`config.mk`:
```
export PLATFORM = sky130hd
export DESIGN_NAME = trgo_sel
export DESIGN_NICKNAME = d
export VERILOG_FILES = /design/src/rtl/trgo_pkg.sv /design/src/rtl/trg_cfg_reg.sv /design/src/rtl/trg_src_mux.sv /design/src/rtl/trg_ti1_sel.sv /design/src/rtl/trgo_sel.sv
export SDC_FILE = /design/constraint.sdc
export NUM_CORES = 1
export LEC_CHECK = 0
export CELL_PAD_IN_SITES_DETAIL_PLACEMENT = 1
export CELL_PAD_IN_SITES_GLOBAL_PLACEMENT = 2
export CORE_MARGIN = 4
export CORE_UTILIZATION = 18
export CTS_CLUSTER_SIZE = 24
export DETAILED_ROUTE_END_ITERATION = 8
export GPL_ROUTABILITY_DRIVEN = 0
export PLACE_DENSITY_LB_ADDON = 0.1
export REMOVE_ABC_BUFFERS = 1
export SYNTH_ARGS = -nofsm -noshare
export SYNTH_HDL_FRONTEND = slang
export SYNTH_SLANG_ARGS = --single-unit
```
`constraint.sdc`:
```
create_clock -name clk_i -period 1.8 [get_ports clk_i]
set_input_delay 0.36 -clock clk_i [delete_from_list [all_inputs] [get_ports clk_i]]
set_output_delay 0.36 -clock clk_i [all_outputs]
set_load 0.02 [all_outputs]
```
`src/rtl/trgo_pkg.sv`:
```
package trgo_pkg;
  localparam int MODE_W = 3;
  localparam int NUM_OC = 4;
  localparam int NUM_CH = 3;

  typedef enum logic [MODE_W-1:0] {
    TRG_SW_UPD    = 3'd0,
    TRG_CNT_EN    = 3'd1,
    TRG_UPD_EVT   = 3'd2,
    TRG_CC1_PULSE = 3'd3,
    TRG_OC_REF1   = 3'd4,
    TRG_OC_REF2   = 3'd5,
    TRG_OC_REF3   = 3'd6,
    TRG_OC_REF4   = 3'd7
  } trg_mode_e;
endpackage

```
`src/rtl/trg_cfg_reg.sv`:
```
module trg_cfg_reg
  import trgo_pkg::*;
(
  input  logic              clk_i,
  input  logic              rst_ni,
  input  logic              we_i,
  input  logic [MODE_W-1:0] mode_i,
  input  logic              xor_i,
  output trg_mode_e         mode_o,
  output logic              xor_o
);
  always_ff @(posedge clk_i or negedge rst_ni) begin
    if (!rst_ni) begin
      mode_o <= TRG_SW_UPD;
      xor_o  <= 1'b0;
    end else if (we_i) begin
      mode_o <= trg_mode_e'(mode_i);
      xor_o  <= xor_i;
    end
  end

  assert_mode_load_R8: assert property (@(posedge clk_i) disable iff (!rst_ni)
    we_i |=> mode_o == $past(mode_i));
  assert_mode_hold_R8: assert property (@(posedge clk_i) disable iff (!rst_ni)
    !we_i |=> $stable(mode_o));
  assert_xor_hold_R10: assert property (@(posedge clk_i) disable iff (!rst_ni)
    !we_i |=> $stable(xor_o));
endmodule

```
`src/rtl/trg_src_mux.sv`:
```
module trg_src_mux
  import trgo_pkg::*;
#(
  parameter int N_OC = NUM_OC
) (
  input  trg_mode_e       mode_i,
  input  logic            sw_upd_i,
  input  logic            cnt_en_i,
  input  logic            gate_act_i,
  input  logic            upd_evt_i,
  input  logic            cc1_evt_i,
  input  logic [N_OC-1:0] oc_ref_i,
  output logic            src_o
);
  localparam int OC_IDX_W = (N_OC > 1) ? $clog2(N_OC) : 1;

  logic                cnt_on;
  logic [OC_IDX_W-1:0] oc_idx;

  assign cnt_on = cnt_en_i | gate_act_i;
  assign oc_idx = mode_i[OC_IDX_W-1:0];

  always_comb begin
    case (mode_i)
      TRG_SW_UPD:    src_o = sw_upd_i;
      TRG_CNT_EN:    src_o = cnt_on;
      TRG_UPD_EVT:   src_o = upd_evt_i;
      TRG_CC1_PULSE: src_o = cc1_evt_i;
      default:       src_o = oc_ref_i[oc_idx];
    endcase
  end
endmodule

```
`src/rtl/trg_ti1_sel.sv`:
```
module trg_ti1_sel
  import trgo_pkg::*;
#(
  parameter int N_CH = NUM_CH
) (
  input  logic            clk_i,
  input  logic            rst_ni,
  input  logic            xor_sel_i,
  input  logic [N_CH-1:0] ch_i,
  output logic            ti1_o
);
  logic [N_CH-1:0] par;

  // running parity over the channel pins
  assign par[0] = ch_i[0];
  for (genvar g = 1; g < N_CH; g++) begin : g_par
    assign par[g] = par[g-1] ^ ch_i[g];
  end

  always_ff @(posedge clk_i or negedge rst_ni) begin
    if (!rst_ni) ti1_o <= 1'b0;
    else         ti1_o <= xor_sel_i ? par[N_CH-1] : ch_i[0];
  end

  assert_direct_R9: assert property (@(posedge clk_i) disable iff (!rst_ni)
    !xor_sel_i |=> ti1_o == $past(ch_i[0]));
  assert_xor_R9: assert property (@(posedge clk_i) disable iff (!rst_ni)
    xor_sel_i |=> ti1_o == ^$past(ch_i));
endmodule

```
`src/rtl/trgo_sel.sv`:
```
module trgo_sel
  import trgo_pkg::*;
(
  input  logic              clk_i,
  input  logic              rst_ni,
  input  logic              cfg_we_i,
  input  logic [MODE_W-1:0] cfg_mode_i,
  input  logic              cfg_xor_i,
  input  logic              sw_upd_i,
  input  logic              cnt_en_i,
  input  logic              gate_act_i,
  input  logic              upd_evt_i,
  input  logic              cc1_evt_i,
  input  logic [NUM_OC-1:0] oc_ref_i,
  input  logic [NUM_CH-1:0] ch_i,
  output logic              trg_o,
  output logic              ti1_o
);
  trg_mode_e mode_q;
  logic      xor_q;
  logic      src;

  trg_cfg_reg u_cfg (
    .clk_i  (clk_i),
    .rst_ni (rst_ni),
    .we_i   (cfg_we_i),
    .mode_i (cfg_mode_i),
    .xor_i  (cfg_xor_i),
    .mode_o (mode_q),
    .xor_o  (xor_q)
  );

  trg_src_mux #(.N_OC(NUM_OC)) u_mux (
    .mode_i     (mode_q),
    .sw_upd_i   (sw_upd_i),
    .cnt_en_i   (cnt_en_i),
    .gate_act_i (gate_act_i),
    .upd_evt_i  (upd_evt_i),
    .cc1_evt_i  (cc1_evt_i),
    .oc_ref_i   (oc_ref_i),
    .src_o      (src)
  );

  trg_ti1_sel #(.N_CH(NUM_CH)) u_ti1 (
    .clk_i     (clk_i),
    .rst_ni    (rst_ni),
    .xor_sel_i (xor_q),
    .ch_i      (ch_i),
    .ti1_o     (ti1_o)
  );

  always_ff @(posedge clk_i or negedge rst_ni) begin
    if (!rst_ni) trg_o <= 1'b0;
    else         trg_o <= src;
  end

  assert_latency_R7: assert property (@(posedge clk_i) disable iff (!rst_ni)
    1'b1 |=> trg_o == $past(src));
  assert_sw_upd_R2: assert property (@(posedge clk_i) disable iff (!rst_ni)
    mode_q == TRG_SW_UPD |=> trg_o == $past(sw_upd_i));
  assert_cnt_en_R3: assert property (@(posedge clk_i) disable iff (!rst_ni)
    (mode_q == TRG_CNT_EN && (cnt_en_i || gate_act_i)) |=> trg_o);
  assert_upd_evt_R4: assert property (@(posedge clk_i) disable iff (!rst_ni)
    mode_q == TRG_UPD_EVT |=> trg_o == $past(upd_evt_i));
  assert_cc1_pulse_R5: assert property (@(posedge clk_i) disable iff (!rst_ni)
    (mode_q == TRG_CC1_PULSE && cc1_evt_i) |=> trg_o);
  assert_oc_ref1_R6: assert property (@(posedge clk_i) disable iff (!rst_ni)
    mode_q == TRG_OC_REF1 |=> trg_o == $past(oc_ref_i[0]));
  assert_oc_ref4_R6: assert property (@(posedge clk_i) disable iff (!rst_ni)
    mode_q == TRG_OC_REF4 |=> trg_o == $past(oc_ref_i[3]));
endmodule

```
==> results of run 1 <==
-- worst register-to-register path: cells and delay by family (launching register included) --
family | cells | cell delay [ns]
muxes | 1 | 0.53
AOI/OAI and AO/OA | 1 | 0.30
DFF | 1 | 0.41
-- cell type report --
type	count	area, µm²
clock buffers	3	22.5
fillers	169	975
multi-input cells	14	139
flip-flops and latches	6	150
well taps	16	20.0
repair buffers	20	200
-- layer usage --
metal  global-route usage, %  vias to the layer above  part of all wire [%]
met5                       0                        -                     0
met4                    8.06                        0                     0
met3                    2.63                        0                    14
met2                    12.9                       15                    48
met1                    6.46                      116                    38
li1                        -                      123                     -
-- state kept, by name, summed over array words and instances (netlist names) --
signal	count
trg_o	1
u_cfg.mode_o	3
u_cfg.xor_o	1
u_ti1.ti1_o	1
-- where the power goes --
group	internal [W]	leakage, nW	switching, W
clock	0.0000751	0.0138	0.0000443
sequential	0.000152	0.0703	0.0000121
combinational	0.0000708	0.129	0.0000321
total	0.000298	0.213	0.0000885
-- worst min path at each step --
| stage | slack [ns] | to | startpoint | depth (start not counted) |
|---|---|---|---|---|
| 4_1_cts | 0.36 | u_cfg.xor_o | rst_ni | 1 |
| 3_5_place_dp | 0.48 | u_cfg.xor_o | u_cfg.xor_o | 1 |
| 5_1_grt | 0.37 | u_cfg.xor_o | rst_ni | 1 |
| 6_report | 0.36 | u_cfg.mode_o[2] | rst_ni | 1 |
| 2_1_floorplan | 0.06 | trg_o | rst_ni | 0 |
| 3_3_place_gp | 0.47 | u_cfg.xor_o | u_cfg.xor_o | 1 |
-- stage by stage --
stage / util, % / hold slack, ns / power, W / worst slack (ns) / instance area [µm²]
after floorplan: - / 0.0644 / 0.000205 / 0.537 / 289
after global placement: 33.8 / 0.472 / 0.000269 / 0.162 / 509
after detailed placement: 33.8 / 0.479 / 0.000271 / 0.134 / 509
after CTS: 35.3 / 0.359 / 0.000398 / 0.268 / 532
after global routing: 35.3 / 0.370 / 0.000411 / 0.254 / 532
final: 35.3 / 0.358 / 0.000387 / 0.293 / 532
-- cell families after synthesis --
group	after synthesis	share of synthesized area (%)
AOI/OAI and AO/OA	1	3.03
muxes	6	26.8
xor gates and xnor gates	2	6.06
and+or+nand+nor	5	12.1
DFF	6	51.9
-- cells in the final DEF, fill, tap and decap left out, drive strengths merged --
cell type and instances:
clkdlybuf4s50 20, dfrtp 6, mux2 4, clkbuf 3, nor3 2, mux4 1
nor2b 1, nor4b 1, mux2i 1, a211o 1, xor2 1, nand2 1
xnor2 1
==> metrics.cfg, run 1 <==
[sta]
hold_viol = 0
grt_setup_unrepaired = no
drv_slew = 0
worst_slew_pin_slew_ns = 0.264
tns_ns = 0
skew_ns = 0.00217
setup_viol = 0
fin_crit_ns = 1.51
max_freq_ghz = 0.664
max-slew-margin-rel_pct = 82.4
fin_crit_sh_pct = 83.7

[critical_path]
arrival_ns = 1.15
crit_type = reg -> out
crit_slowest_cell = clkdlybuf4s50_1
r2r_start = u_cfg.mode_o[0]
rrSetupSlack_ns = 0.44
reg2regPathDepth = 2
path_depth = 1
worstSetupStartpoint = u_ti1.ti1_o
crit_buf_inv = 1
critPathMaxFanout = 1
slowest_delay_ns = 0.60
end_kind = primary output
cp_top_family = buffers and inverters
required_ns = 1.44
crit_end = ti1_o
cp_cell_sequence = clkdlybuf4s50_1
reg2reg_to = trg_o
start_kind = register

[placement]
io_buffers = 20
place_inst = 56

[final_layout]
diodes = 0
syn_to_final_growth_pct = 84.0
fin_nets = 64
instances_no_fill = 59
drive_above_1_share_pct = 14.0

[die]
start_util_pct = 19.2
die_w_um = 48.1
die_h_um = 48.1
core_um2 = 1510
io_pins = 21
die_area_um2 = 2310
rows = 14

[clock_network]
insertion_delay_ns = 0.24
holdBufCountCts = 0
clock_tree.root_cell = clkbuf_4
post_cts.repair.setup_buffers = 0
h-tree-depth = 1
cts_sinks = 6
cts_resized = 0
cts_made_buffers = 3
path_clk_slew_ns = 0.04
cts_tree = yes
clk_path_buf_depth = 2

[detailed_routing]
dr.pass1.iters = 1
wl_um = 753
drtAntennaViolNets = 0
drtIter0Drc = 0
via_per_inst = 4.31
wl_per_cell_um = 12.8
drcViolationCount = 0
vias = 254

[synthesis]
yosys-top-cells-count = 6 x dfrtp_1, 3 x mux2_1, 2 x nor3_1
synth_warnings = 0
yosys_register_bits = 6
ys_seq_area_share_pct = 51.9
syn_area_per_cell_um2 = 14.5
synth_area_um2 = 289
yosysMostFrequentCell = dfrtp_1
synth_edf_count = 0
netlist.top_cell.by_area = dfrtp_1
ys.flop_type = dfrtp_1
synthCells = 20
synthArstFlopShare_pct = 100
synth_top_area_share_pct = 51.9
ys_top_cells_by_area = dfrtp_1 52%, mux2_1 12%, mux4_2 7.8%
yosysUniqueCellTypes = 12

[global_route]
grt_usage_pct = 7.58
grt_pass1_vias = 297
grt_max_degree = 7
grt_pass1_wl_mm = 1.10
antenna_found_initial = 0
grt-ovfl-total = 0

[run_status]
status = finished, final reports clean

[run]
cap_violations = 0

[power_and_ir_drop]
power_leakage_nw = 0.213
powerDensity_nw_per_um2 = 727
vdd_drop_max_mv = 0.342

[worst_hold_path]
hold_path.class = in -> async

Note: power is estimated with default switching activity, not from simulation.
==> inputs of run 2 (changes only) <==
- clock period: 1.8 -> 1.4 ns (I/O delays scaled with it)
==> metrics.cfg, run 2 (synthesis gave the netlist of run 1 again) <==
[run_status]
status = finished, final reports clean

[critical_path]
crit_slowest_cell = mux4_2
cp_cell_sequence = clkdlybuf4s50_1 -> mux4_2 -> a211o_1
crit_type = in -> reg
crit_buf_inv = 1
critPathMaxFanout = 1
cp_top_family = multiplexers
arrival_ns = 1.44
slowest_delay_ns = 0.47
end_kind = register
required_ns = 1.52
start_kind = input port

[placement]
dp_hpwl_um = 671
place_inst = 57
io_buffers = 20

[final_layout]
syn_to_final_growth_pct = 85.7
instances_no_fill = 60
top_register = u_cfg.mode_o
fillCellCount = 176
final_common_cell = clkdlybuf4s50_1
largest_reg_flops = 3
diodes = 0
mostFrequentLayoutCells = 18 x clkdlybuf4s50_1, 6 x dfrtp_1, 3 x mux2_1, 3 x clkbuf_4
fin_nets = 65
drive_above_1_share_pct = 15.9

[global_route]
grt_pass1_wl_mm = 1.14
grt_max_degree = 7
grt_pass1_vias = 307
antenna_found_initial = 0
grt_usage_pct = 7.58
grt-ovfl-total = 0

[clock_network]
cts_made_buffers = 3
clk_path_buf_depth = 2
cts_tree = yes
insertion_delay_ns = 0.24
cts_sinks = 6
path_clk_slew_ns = 0.05
post_cts.repair.setup_buffers = 0
clock_tree.root_cell = clkbuf_4
h-tree-depth = 1

[sta]
max_freq_ghz = 0.754
worst_slew_pin_slew_ns = 0.267
drv_slew = 0
skew_ns = 0.00311
fin_crit_ns = 1.33
hold_viol = 0
setup_viol = 0
max-slew-margin-rel_pct = 82.1
fin_crit_sh_pct = 94.7
tns_ns = 0
grt_setup_unrepaired = no

[detailed_routing]
wl_per_cell_um = 12.6
dr.pass1.iters = 1
vias = 260
wl_um = 757
drtIter0Drc = 0
drcViolationCount = 0
via_per_inst = 4.33
drtAntennaViolNets = 0

[die]
die_h_um = 48.1
start_util_pct = 19.2
die_w_um = 48.1
core_um2 = 1510
io_pins = 21
rows = 14
die_area_um2 = 2310

[power_and_ir_drop]
power_leakage_nw = 0.221
vdd_drop_max_mv = 0.360
powerDensity_nw_per_um2 = 924

[worst_hold_path]
hold_path.class = in -> async

[run]
cap_violations = 0

run 2: path summary, 6_finish.rpt:
path                                      start         endpoint  slack [ns]  depth (start not counted)
worst max-delay path                oc_ref_i[3]            trg_o        0.07                          3
worst min-delay path                     rst_ni  u_cfg.mode_o[1]        0.28                          1
worst max register to register  u_cfg.mode_o[0]            trg_o        0.10                          2
worst min register to register      u_cfg.xor_o      u_cfg.xor_o        0.49                          1
max in group asynchronous                rst_ni      u_ti1.ti1_o        0.91                          1
min in group clk_i                  u_cfg.xor_o      u_cfg.xor_o        0.49                          1
run 2: per-layer routing:
metal / GRT usage (%) / routed length [µm]
met1: 7.57 / 283
met5: 0 / 0
met2: 12.7 / 354
met3: 2.26 / 119
met4: 6.45 / 0
run 2: what timing repair did:
action	in CTS	in global routing
setup endpoints to repair	2	0
resized for setup	2	0
hold buffers	0	0
run 2: where the power goes:
part	leakage [nW]	switching, W	internal (W)	total (W)
Clock	0.0138	0.0000594	0.0000968	0.000156
Combinational	0.137	0.0000434	0.0000871	0.000131
Sequential	0.0703	0.0000136	0.000196	0.000209
Total	0.221	0.000116	0.000379	0.000496
run 2: worst register-to-register path, stage by stage, from the launching register on:
cell and delay (ns):
dfrtp_1 0.37, mux4_2 0.51, a211o_1 0.30
run 2: area by class of cell:
cell class	instances	area, µm²	share of cell area, %
timing repair buffer	21	205	38.2
tap	16	20.0	3.73
multi-input combinational	14	139	25.9
sequential	6	150	28.0
clock buffer	3	22.5	4.20
run 2: metrics by stage:
stage | area, µm² | worst slack, ns | util, % | total power, W | hold slack (ns)
6_report | 537 | 0.0746 | 35.6 | 0.000496 | 0.278
4_1_cts | 537 | 0.0762 | 35.6 | 0.000508 | 0.282
3_5_place_dp | 517 | -0.176 | 34.3 | 0.000354 | 0.479
3_3_place_gp | 517 | -0.159 | 34.3 | 0.000351 | 0.472
5_1_grt | 537 | 0.0611 | 35.6 | 0.000519 | 0.294
2_1_floorplan | 289 | 0.137 | - | 0.000264 | -0.0156
